<file path="src/rtl/shot_pkg.sv">
package shot_pkg;

    typedef enum logic [2:0] {
        ST_IDLE  = 3'd0,
        ST_PRE   = 3'd1,
        ST_WTRIG = 3'd2,
        ST_WEND  = 3'd3,
        ST_DEC   = 3'd4
    } shot_state_t;

    localparam logic [7:0] CMD_START = 8'd1;
    localparam logic [7:0] CMD_STOP  = 8'd2;
    localparam logic [7:0] CMD_SOFT  = 8'd3;

    localparam logic [2:0] RA_CMD   = 3'd0;
    localparam logic [2:0] RA_STATE = 3'd1;
    localparam logic [2:0] RA_PRE   = 3'd2;
    localparam logic [2:0] RA_POST  = 3'd3;
    localparam logic [2:0] RA_SHOTS = 3'd4;
    localparam logic [2:0] RA_CNT   = 3'd5;
    localparam logic [2:0] RA_LEFT  = 3'd6;
    localparam logic [2:0] RA_LAST  = 3'd7;

endpackage

</file>
<file path="src/rtl/shot_regs.sv">
module shot_regs
    import shot_pkg::*;
#(
    parameter int CNT_W  = 16,
    parameter int SHOT_W = 16
) (
    input  logic              clk,
    input  logic              rst_n,
    input  logic              reg_wr,
    input  logic [2:0]        reg_waddr,
    input  logic [31:0]       reg_wdata,
    input  logic [2:0]        reg_raddr,
    output logic [31:0]       reg_rdata,
    input  shot_state_t       state,
    input  logic [CNT_W:0]    cnt,
    input  logic [SHOT_W-1:0] left,
    input  logic [31:0]       last_pos,
    output logic [CNT_W-1:0]  pre_cfg,
    output logic [CNT_W-1:0]  post_cfg,
    output logic [SHOT_W-1:0] shots_cfg,
    output logic              cmd_start,
    output logic              cmd_stop,
    output logic              cmd_soft
);

    logic cmd_wr;
    assign cmd_wr    = reg_wr && (reg_waddr == RA_CMD);
    assign cmd_start = cmd_wr && (reg_wdata[7:0] == CMD_START);
    assign cmd_stop  = cmd_wr && (reg_wdata[7:0] == CMD_STOP);
    assign cmd_soft  = cmd_wr && (reg_wdata[7:0] == CMD_SOFT);

    always_ff @(posedge clk) begin
        if (!rst_n) begin
            pre_cfg   <= '0;
            post_cfg  <= '0;
            shots_cfg <= '0;
        end else if (reg_wr) begin
            unique case (reg_waddr)
                RA_PRE:   pre_cfg   <= {reg_wdata[CNT_W-1:1], 1'b0};
                RA_POST:  post_cfg  <= {reg_wdata[CNT_W-1:1], 1'b0};
                RA_SHOTS: shots_cfg <= reg_wdata[SHOT_W-1:0];
                default:  ;
            endcase
        end
    end

    always_comb begin
        reg_rdata = '0;
        unique case (reg_raddr)
            RA_STATE: reg_rdata = 32'(state);
            RA_PRE:   reg_rdata = 32'(pre_cfg);
            RA_POST:  reg_rdata = 32'(post_cfg);
            RA_SHOTS: reg_rdata = 32'(shots_cfg);
            RA_CNT:   reg_rdata = 32'(cnt);
            RA_LEFT:  reg_rdata = 32'(left);
            RA_LAST:  reg_rdata = last_pos;
            default:  reg_rdata = '0;
        endcase
    end

endmodule

</file>
<file path="src/rtl/shot_fsm.sv">
module shot_fsm
    import shot_pkg::*;
#(
    parameter int CNT_W  = 16,
    parameter int SHOT_W = 16
) (
    input  logic              clk,
    input  logic              rst_n,
    input  logic              cmd_start,
    input  logic              cmd_stop,
    input  logic              cmd_soft,
    input  logic              hw_trig,
    input  logic [CNT_W-1:0]  pre_cfg,
    input  logic [CNT_W-1:0]  post_cfg,
    input  logic [SHOT_W-1:0] shots_cfg,
    input  logic              word_done,
    output shot_state_t       state,
    output logic [CNT_W:0]    cnt,
    output logic [SHOT_W-1:0] left,
    output logic              cap_en,
    output logic              restart,
    output logic              irq_trig,
    output logic              irq_done
);

    localparam int TOT_W = CNT_W + 1;

    shot_state_t      nxt;
    logic [TOT_W-1:0] total;
    logic             pre_done;
    logic             post_done;
    logic             trig;
    logic             last_shot;

    assign total     = TOT_W'(pre_cfg) + TOT_W'(post_cfg);
    assign pre_done  = cnt >= TOT_W'(pre_cfg);
    assign post_done = cnt >= total;
    assign trig      = hw_trig || cmd_soft;
    assign last_shot = left <= SHOT_W'(1);

    always_comb begin
        nxt = state;
        unique case (state)
            ST_IDLE:  if (cmd_start) nxt = ST_PRE;
            ST_PRE:   if (pre_done)  nxt = ST_WTRIG;
            ST_WTRIG: if (trig)      nxt = ST_WEND;
            ST_WEND:  if (post_done) nxt = ST_DEC;
            ST_DEC:   nxt = last_shot ? ST_IDLE : ST_PRE;
            default:  nxt = ST_IDLE;
        endcase
        if (cmd_stop) nxt = ST_IDLE;
    end

    always_ff @(posedge clk) begin
        if (!rst_n) state <= ST_IDLE;
        else        state <= nxt;
    end

    assign restart = !cmd_stop &&
                     (((state == ST_IDLE) && cmd_start) ||
                      ((state == ST_DEC) && !last_shot));

    assign cap_en = ((state == ST_PRE) && !pre_done) ||
                    (state == ST_WTRIG) ||
                    ((state == ST_WEND) && !post_done);

    always_ff @(posedge clk) begin
        if (!rst_n) begin
            cnt      <= '0;
            left     <= '0;
            irq_trig <= 1'b0;
            irq_done <= 1'b0;
        end else begin
            irq_trig <= !cmd_stop && (state == ST_WTRIG) && trig;
            irq_done <= !cmd_stop && (state == ST_DEC) && last_shot;
            if (restart) begin
                cnt <= '0;
                if (state == ST_IDLE)
                    left <= (shots_cfg == '0) ? SHOT_W'(1) : shots_cfg;
                else
                    left <= left - SHOT_W'(1);
            end else if (word_done && (state != ST_WTRIG)) begin
                cnt <= cnt + TOT_W'(2);
            end
        end
    end

endmodule

</file>
<file path="src/rtl/shot_packer.sv">
module shot_packer #(
    parameter int NCH     = 4,
    parameter int SW      = 14,
    parameter int DEPTH_W = 10
) (
    input  logic                 clk,
    input  logic                 rst_n,
    input  logic                 restart,
    input  logic                 cap_en,
    input  logic                 smp_valid,
    input  logic [NCH*SW-1:0]    smp_data,
    output logic                 word_done,
    output logic                 mem_wr,
    output logic [DEPTH_W-1:0]   mem_slot,
    output logic [NCH*32-1:0]    mem_data,
    output logic [31:0]          last_pos
);

    logic               phase;
    logic [NCH*SW-1:0]  hold;
    logic [DEPTH_W-1:0] wptr;
    logic [NCH*32-1:0]  packed_w;

    assign word_done = smp_valid && cap_en && phase;

    for (genvar ch = 0; ch < NCH; ch++) begin : g_pack
        assign packed_w[ch*32 +: 32] = {16'(smp_data[ch*SW +: SW]),
                                        16'(hold[ch*SW +: SW])};
    end

    always_ff @(posedge clk) begin
        if (!rst_n) begin
            phase    <= 1'b0;
            hold     <= '0;
            wptr     <= '0;
            mem_wr   <= 1'b0;
            mem_slot <= '0;
            mem_data <= '0;
            last_pos <= '0;
        end else begin
            mem_wr <= 1'b0;
            if (restart) begin
                phase <= 1'b0;
            end else if (smp_valid && cap_en) begin
                if (!phase) begin
                    hold  <= smp_data;
                    phase <= 1'b1;
                end else begin
                    phase    <= 1'b0;
                    mem_wr   <= 1'b1;
                    mem_slot <= wptr;
                    mem_data <= packed_w;
                    last_pos <= 32'({wptr, 2'b00});
                    wptr     <= wptr + DEPTH_W'(1);
                end
            end
        end
    end

endmodule

</file>
<file path="src/rtl/shot_sequencer.sv">
module shot_sequencer
    import shot_pkg::*;
#(
    parameter int NCH     = 4,
    parameter int SW      = 14,
    parameter int DEPTH_W = 10,
    parameter int CNT_W   = 16,
    parameter int SHOT_W  = 16
) (
    input  logic                 clk,
    input  logic                 rst_n,
    input  logic                 reg_wr,
    input  logic [2:0]           reg_waddr,
    input  logic [31:0]          reg_wdata,
    input  logic [2:0]           reg_raddr,
    output logic [31:0]          reg_rdata,
    input  logic                 hw_trig,
    input  logic                 smp_valid,
    input  logic [NCH*SW-1:0]    smp_data,
    output logic                 mem_wr,
    output logic [DEPTH_W-1:0]   mem_slot,
    output logic [NCH*32-1:0]    mem_data,
    output logic                 irq_trig,
    output logic                 irq_done
);

    shot_state_t       fsm_state;
    logic [CNT_W:0]    smp_cnt;
    logic [SHOT_W-1:0] shots_left;
    logic [31:0]       last_pos;
    logic [CNT_W-1:0]  pre_cfg;
    logic [CNT_W-1:0]  post_cfg;
    logic [SHOT_W-1:0] shots_cfg;
    logic              cmd_start;
    logic              cmd_stop;
    logic              cmd_soft;
    logic              cap_en;
    logic              restart;
    logic              word_done;

    shot_regs #(.CNT_W(CNT_W), .SHOT_W(SHOT_W)) u_regs (
        .clk       (clk),
        .rst_n     (rst_n),
        .reg_wr    (reg_wr),
        .reg_waddr (reg_waddr),
        .reg_wdata (reg_wdata),
        .reg_raddr (reg_raddr),
        .reg_rdata (reg_rdata),
        .state     (fsm_state),
        .cnt       (smp_cnt),
        .left      (shots_left),
        .last_pos  (last_pos),
        .pre_cfg   (pre_cfg),
        .post_cfg  (post_cfg),
        .shots_cfg (shots_cfg),
        .cmd_start (cmd_start),
        .cmd_stop  (cmd_stop),
        .cmd_soft  (cmd_soft)
    );

    shot_fsm #(.CNT_W(CNT_W), .SHOT_W(SHOT_W)) u_fsm (
        .clk       (clk),
        .rst_n     (rst_n),
        .cmd_start (cmd_start),
        .cmd_stop  (cmd_stop),
        .cmd_soft  (cmd_soft),
        .hw_trig   (hw_trig),
        .pre_cfg   (pre_cfg),
        .post_cfg  (post_cfg),
        .shots_cfg (shots_cfg),
        .word_done (word_done),
        .state     (fsm_state),
        .cnt       (smp_cnt),
        .left      (shots_left),
        .cap_en    (cap_en),
        .restart   (restart),
        .irq_trig  (irq_trig),
        .irq_done  (irq_done)
    );

    shot_packer #(.NCH(NCH), .SW(SW), .DEPTH_W(DEPTH_W)) u_pack (
        .clk       (clk),
        .rst_n     (rst_n),
        .restart   (restart),
        .cap_en    (cap_en),
        .smp_valid (smp_valid),
        .smp_data  (smp_data),
        .word_done (word_done),
        .mem_wr    (mem_wr),
        .mem_slot  (mem_slot),
        .mem_data  (mem_data),
        .last_pos  (last_pos)
    );

endmodule

</file>
<file path="config.mk">
export PLATFORM = sky130hd
export DESIGN_NAME = shot_sequencer
export DESIGN_NICKNAME = d
export VERILOG_FILES = /design/src/rtl/shot_pkg.sv /design/src/rtl/shot_regs.sv /design/src/rtl/shot_fsm.sv /design/src/rtl/shot_packer.sv /design/src/rtl/shot_sequencer.sv
export SDC_FILE = /design/constraint.sdc
export NUM_CORES = 1
export LEC_CHECK = 0
export BUFFER_PORTS_ARGS = -buffer_cell sky130_fd_sc_hd__buf_2
export CAP_MARGIN = 40
export CORE_MARGIN = 5
export CORE_UTILIZATION = 55
export CTS_CLUSTER_SIZE = 28
export DETAILED_ROUTE_END_ITERATION = 8
export PLACE_DENSITY_LB_ADDON = 0.12
export SYNTH_ARGS = -nofsm -noshare
export SYNTH_HDL_FRONTEND = slang
export SYNTH_SLANG_ARGS = --single-unit
</file>
<file path="constraint.sdc">
create_clock -name clk -period 5.7 [get_ports clk]
set_clock_uncertainty 0.15 [all_clocks]
set_input_delay 0.57 -clock clk [delete_from_list [all_inputs] [get_ports clk]]
set_output_delay 0.57 -clock clk [all_outputs]
set_load 0.01 [all_outputs]
</file>
==> flow_summary.toml <==
[run_status]
outcome = "complete, no violations"

[yosys]
synth_common_cells = "a21oi_1, dfxtp_1, o21ai_0, nand2_1, nand3_1"
yosysTopAreaCell = "dfxtp_1"
synthesis.instances = 1718
ys_top_cells_by_area = "dfxtp_1, a21oi_1, o21ai_0"
synthArstFlopShare_pct = 0
synth_ff_type = "dfxtp_1"
yosysSeqAreaShare_pct = 39.6
synthMostInstantiatedCell = "a21oi_1"
avgSynthCellArea_um2 = 8.03
synth_area_um2 = 13800
synth_edf_count = 0
synth_warnings = 0
yosysTopAreaCellShare_pct = 39.6
yosysUniqueCellTypes = 66
ys_ff_latch = 273

[route]
wl_per_cell_um = 19.4
wl_um = 42400
drt_drc_violations_left = 0
ant_nets = 0
viasPerCell = 6.24
vias = 13700
dr.pass1.iters = 6
first_iter_violations = 1424

[hold_path]
holdPathStages = 3
worstHoldStart = "smp_data[33]"
min_to = "u_pack.mem_data[85]$_SDFFE_PN0P_"
hold_class = "in2reg"

[timing]
setup_ws_ns = 0.482
holdWs_ns = 0.106
period_share_pct = 91.5
final-setup-viol-count = 0
fin_crit_ns = 5.22
worstMarginPinSlew_ns = 0.835
rsz0062_at_grt = "no"
maxSlewViolCount = 0
relSlewSlack_pct = 44.3
max_freq_mhz = 192
tns_ns = 0
report.final.hold_viol_count = 0

[worst_setup_path]
arrival_ns = 5.57
rr_worst_depth = 19
cp-start-kind = "register"
critical_path_peak_fanout = 45
cp_slowest_cell = "fa_1"
slowest_delay_ns = 0.45
rrSetupSlack_ns = 0.48
crit_path_cell_trace = "ha_1 -> fa_1 -> a211oi_1 -> o21bai_1 -> a31oi_1 -> o21ai_0 -> o41ai_1 -> buf_4 -> nand4b_1 -> o211a_1 -> ha_1 -> a211oi_1 -> nand2_1 -> o31ai_1 -> a21oi_2 -> o21a_4 -> buf_12 -> nor4b_2 -> mux2i_1"
worstPathRequired_ns = 6.05
r2r_start = "u_regs.pre_cfg[1]$_SDFFE_PN0P_"
crit_path_start = "u_regs.pre_cfg[1]$_SDFFE_PN0P_"
critPathCaptureType = "register"
path_class = "reg2reg"
rr_endpoint = "u_pack.wptr[9]$_SDFFE_PN0P_"

[floorplanning]
die_height_um = 168
ios = 272
chipWidth_um = 168
initial_core_util_pct = 55.2
die-area_um2 = 28300
placementRows = 58
core_area_um2 = 25000

[pwr]
leakage_nw = 6.05
peakVddDrop_mv = 0.220
p_per_area_nw_per_um2 = 341
finalPower_mw = 5.47

[cts]
insertion_delay_ns = 0.58
clockBufferDepth = 3
cts_sinks = 273
clk_pin_slew_ns = 0.06
ctsHoldBuffers = 0
numCtsBuffers = 30
cts_tree = "yes"
root_buffer = "clkbuf_16"
post-cts-setup-buffers = 0
htree_levels = 1

[grt]
grt_max_degree = 176
antenna_found_initial = 1
grt_overflow = 0
grt_pass1_vias = 12500
grt_pass1_wl_um = 66400
grt_use_total_pct = 28.0

[cells_and_area]
syn_to_final_growth_pct = 16.2
drive_gt1_share_pct = 18.1
num-fill-cells = 2232
nets = 1984
finish.utilization_pct = 64.2

[job]
drv_cap = 0

[place]
io_buffers = 224
routabilityCongestion = 0.972
dp_hpwl_um = 27800
dp_slack_ns = 0.436
worst max path at each step:
stage                                                  end  slack (ns)
after global routing           u_pack.wptr[0]$_SDFFE_PN0P_        0.10
final                          u_pack.wptr[9]$_SDFFE_PN0P_        0.48
after floorplan                u_pack.wptr[7]$_SDFFE_PN0P_        1.10
after CTS                      u_pack.wptr[9]$_SDFFE_PN0P_        0.41
after detailed placement       u_pack.wptr[9]$_SDFFE_PN0P_        0.44
after global placement    u_pack.mem_data[26]$_SDFFE_PN0P_        0.54
cell type report:
class / count / area [um2] / share of cell area, %
multi-input combinational: 1256 / 7520 / 46.9
timing repair buffer: 244 / 1390 / 8.68
sequential: 273 / 5470 / 34.1
clock inverter: 18 / 290 / 1.81
antenna: 1 / 2.50 / 0.0156
clock buffer: 38 / 831 / 5.18
inverter: 29 / 114 / 0.710
tap: 330 / 413 / 2.58
sequential cells by signal, indices dropped and copies added, names as in the netlist, 3 cells and up:
signal	flops
u_fsm.state	3
u_fsm.cnt	16
u_pack.wptr	10
u_pack.hold	56
u_fsm.left	16
u_pack.mem_data	112
u_regs.shots_cfg	16
u_regs.post_cfg	15
u_regs.pre_cfg	15
u_pack.mem_slot	10
stage by stage:
stage	area (um2)	cells
after floorplan	13900	1748
after global placement	14800	2129
after detailed placement	14900	2132
after CTS	16000	2188
after global routing	16000	2188
final	16000	2189
layer usage:
| metal | up-vias | wire (um) | track usage, % |
|---|---|---|---|
| li1 | 6455 | - | - |
| met1 | 6504 | 17400 | 37.5 |
| met2 | 601 | 19700 | 44.2 |
| met3 | 97 | 3930 | 6.81 |
| met4 | 2 | 1390 | 9.74 |
| met5 | - | 13 | 0 |
what timing repair did:
| action | in CTS | in global routing |
|---|---|---|
| endpoints found under the setup margin | 0 | 27 |
| resized for setup | 0 | 1 |
| hold endpoints to repair | 0 | 0 |
cell families after synthesis:
group | Yosys count | share of synthesized area, %
AOI/OAI and AO/OA | 591 | 24.5
xor gates and xnor gates | 13 | 0.826
adders and majority gates | 51 | 4.68
buffers and inverters | 219 | 6.93
DFF | 273 | 39.6
muxes | 32 | 2.53
other | 1 | 0.0272
and+or+nand+nor | 538 | 20.8
placed cells by master, fill, tap and decap left out, drive strengths merged, types with 50 or more instances in the layout:
master / count
nand2: 145
nand4b: 58
nand3: 142
a21oi: 276
o31ai: 70
nor2: 60
o21ai: 168
dfxtp: 273
buf: 244
ha: 50
worst max-delay path, delay by kind of cell, from the launching register on:
family | cells | cell delay, ns
adders and majority gates | 3 | 1.01
and+or+nand+nor | 3 | 0.54
DFF | 1 | 0.35
buffers and inverters | 2 | 0.44
AOI/OAI and AO/OA | 10 | 2.44
muxes | 1 | 0.20
power by group:
part	internal [mW]	leakage (nW)	total (mW)	switching, mW
clock network	1.31	0.537	2.14	0.829
logic	0.360	3.31	1.28	0.919
registers	1.98	2.20	2.05	0.0646
total	3.66	6.05	5.47	1.81
(Power assumes the default switching activity.)
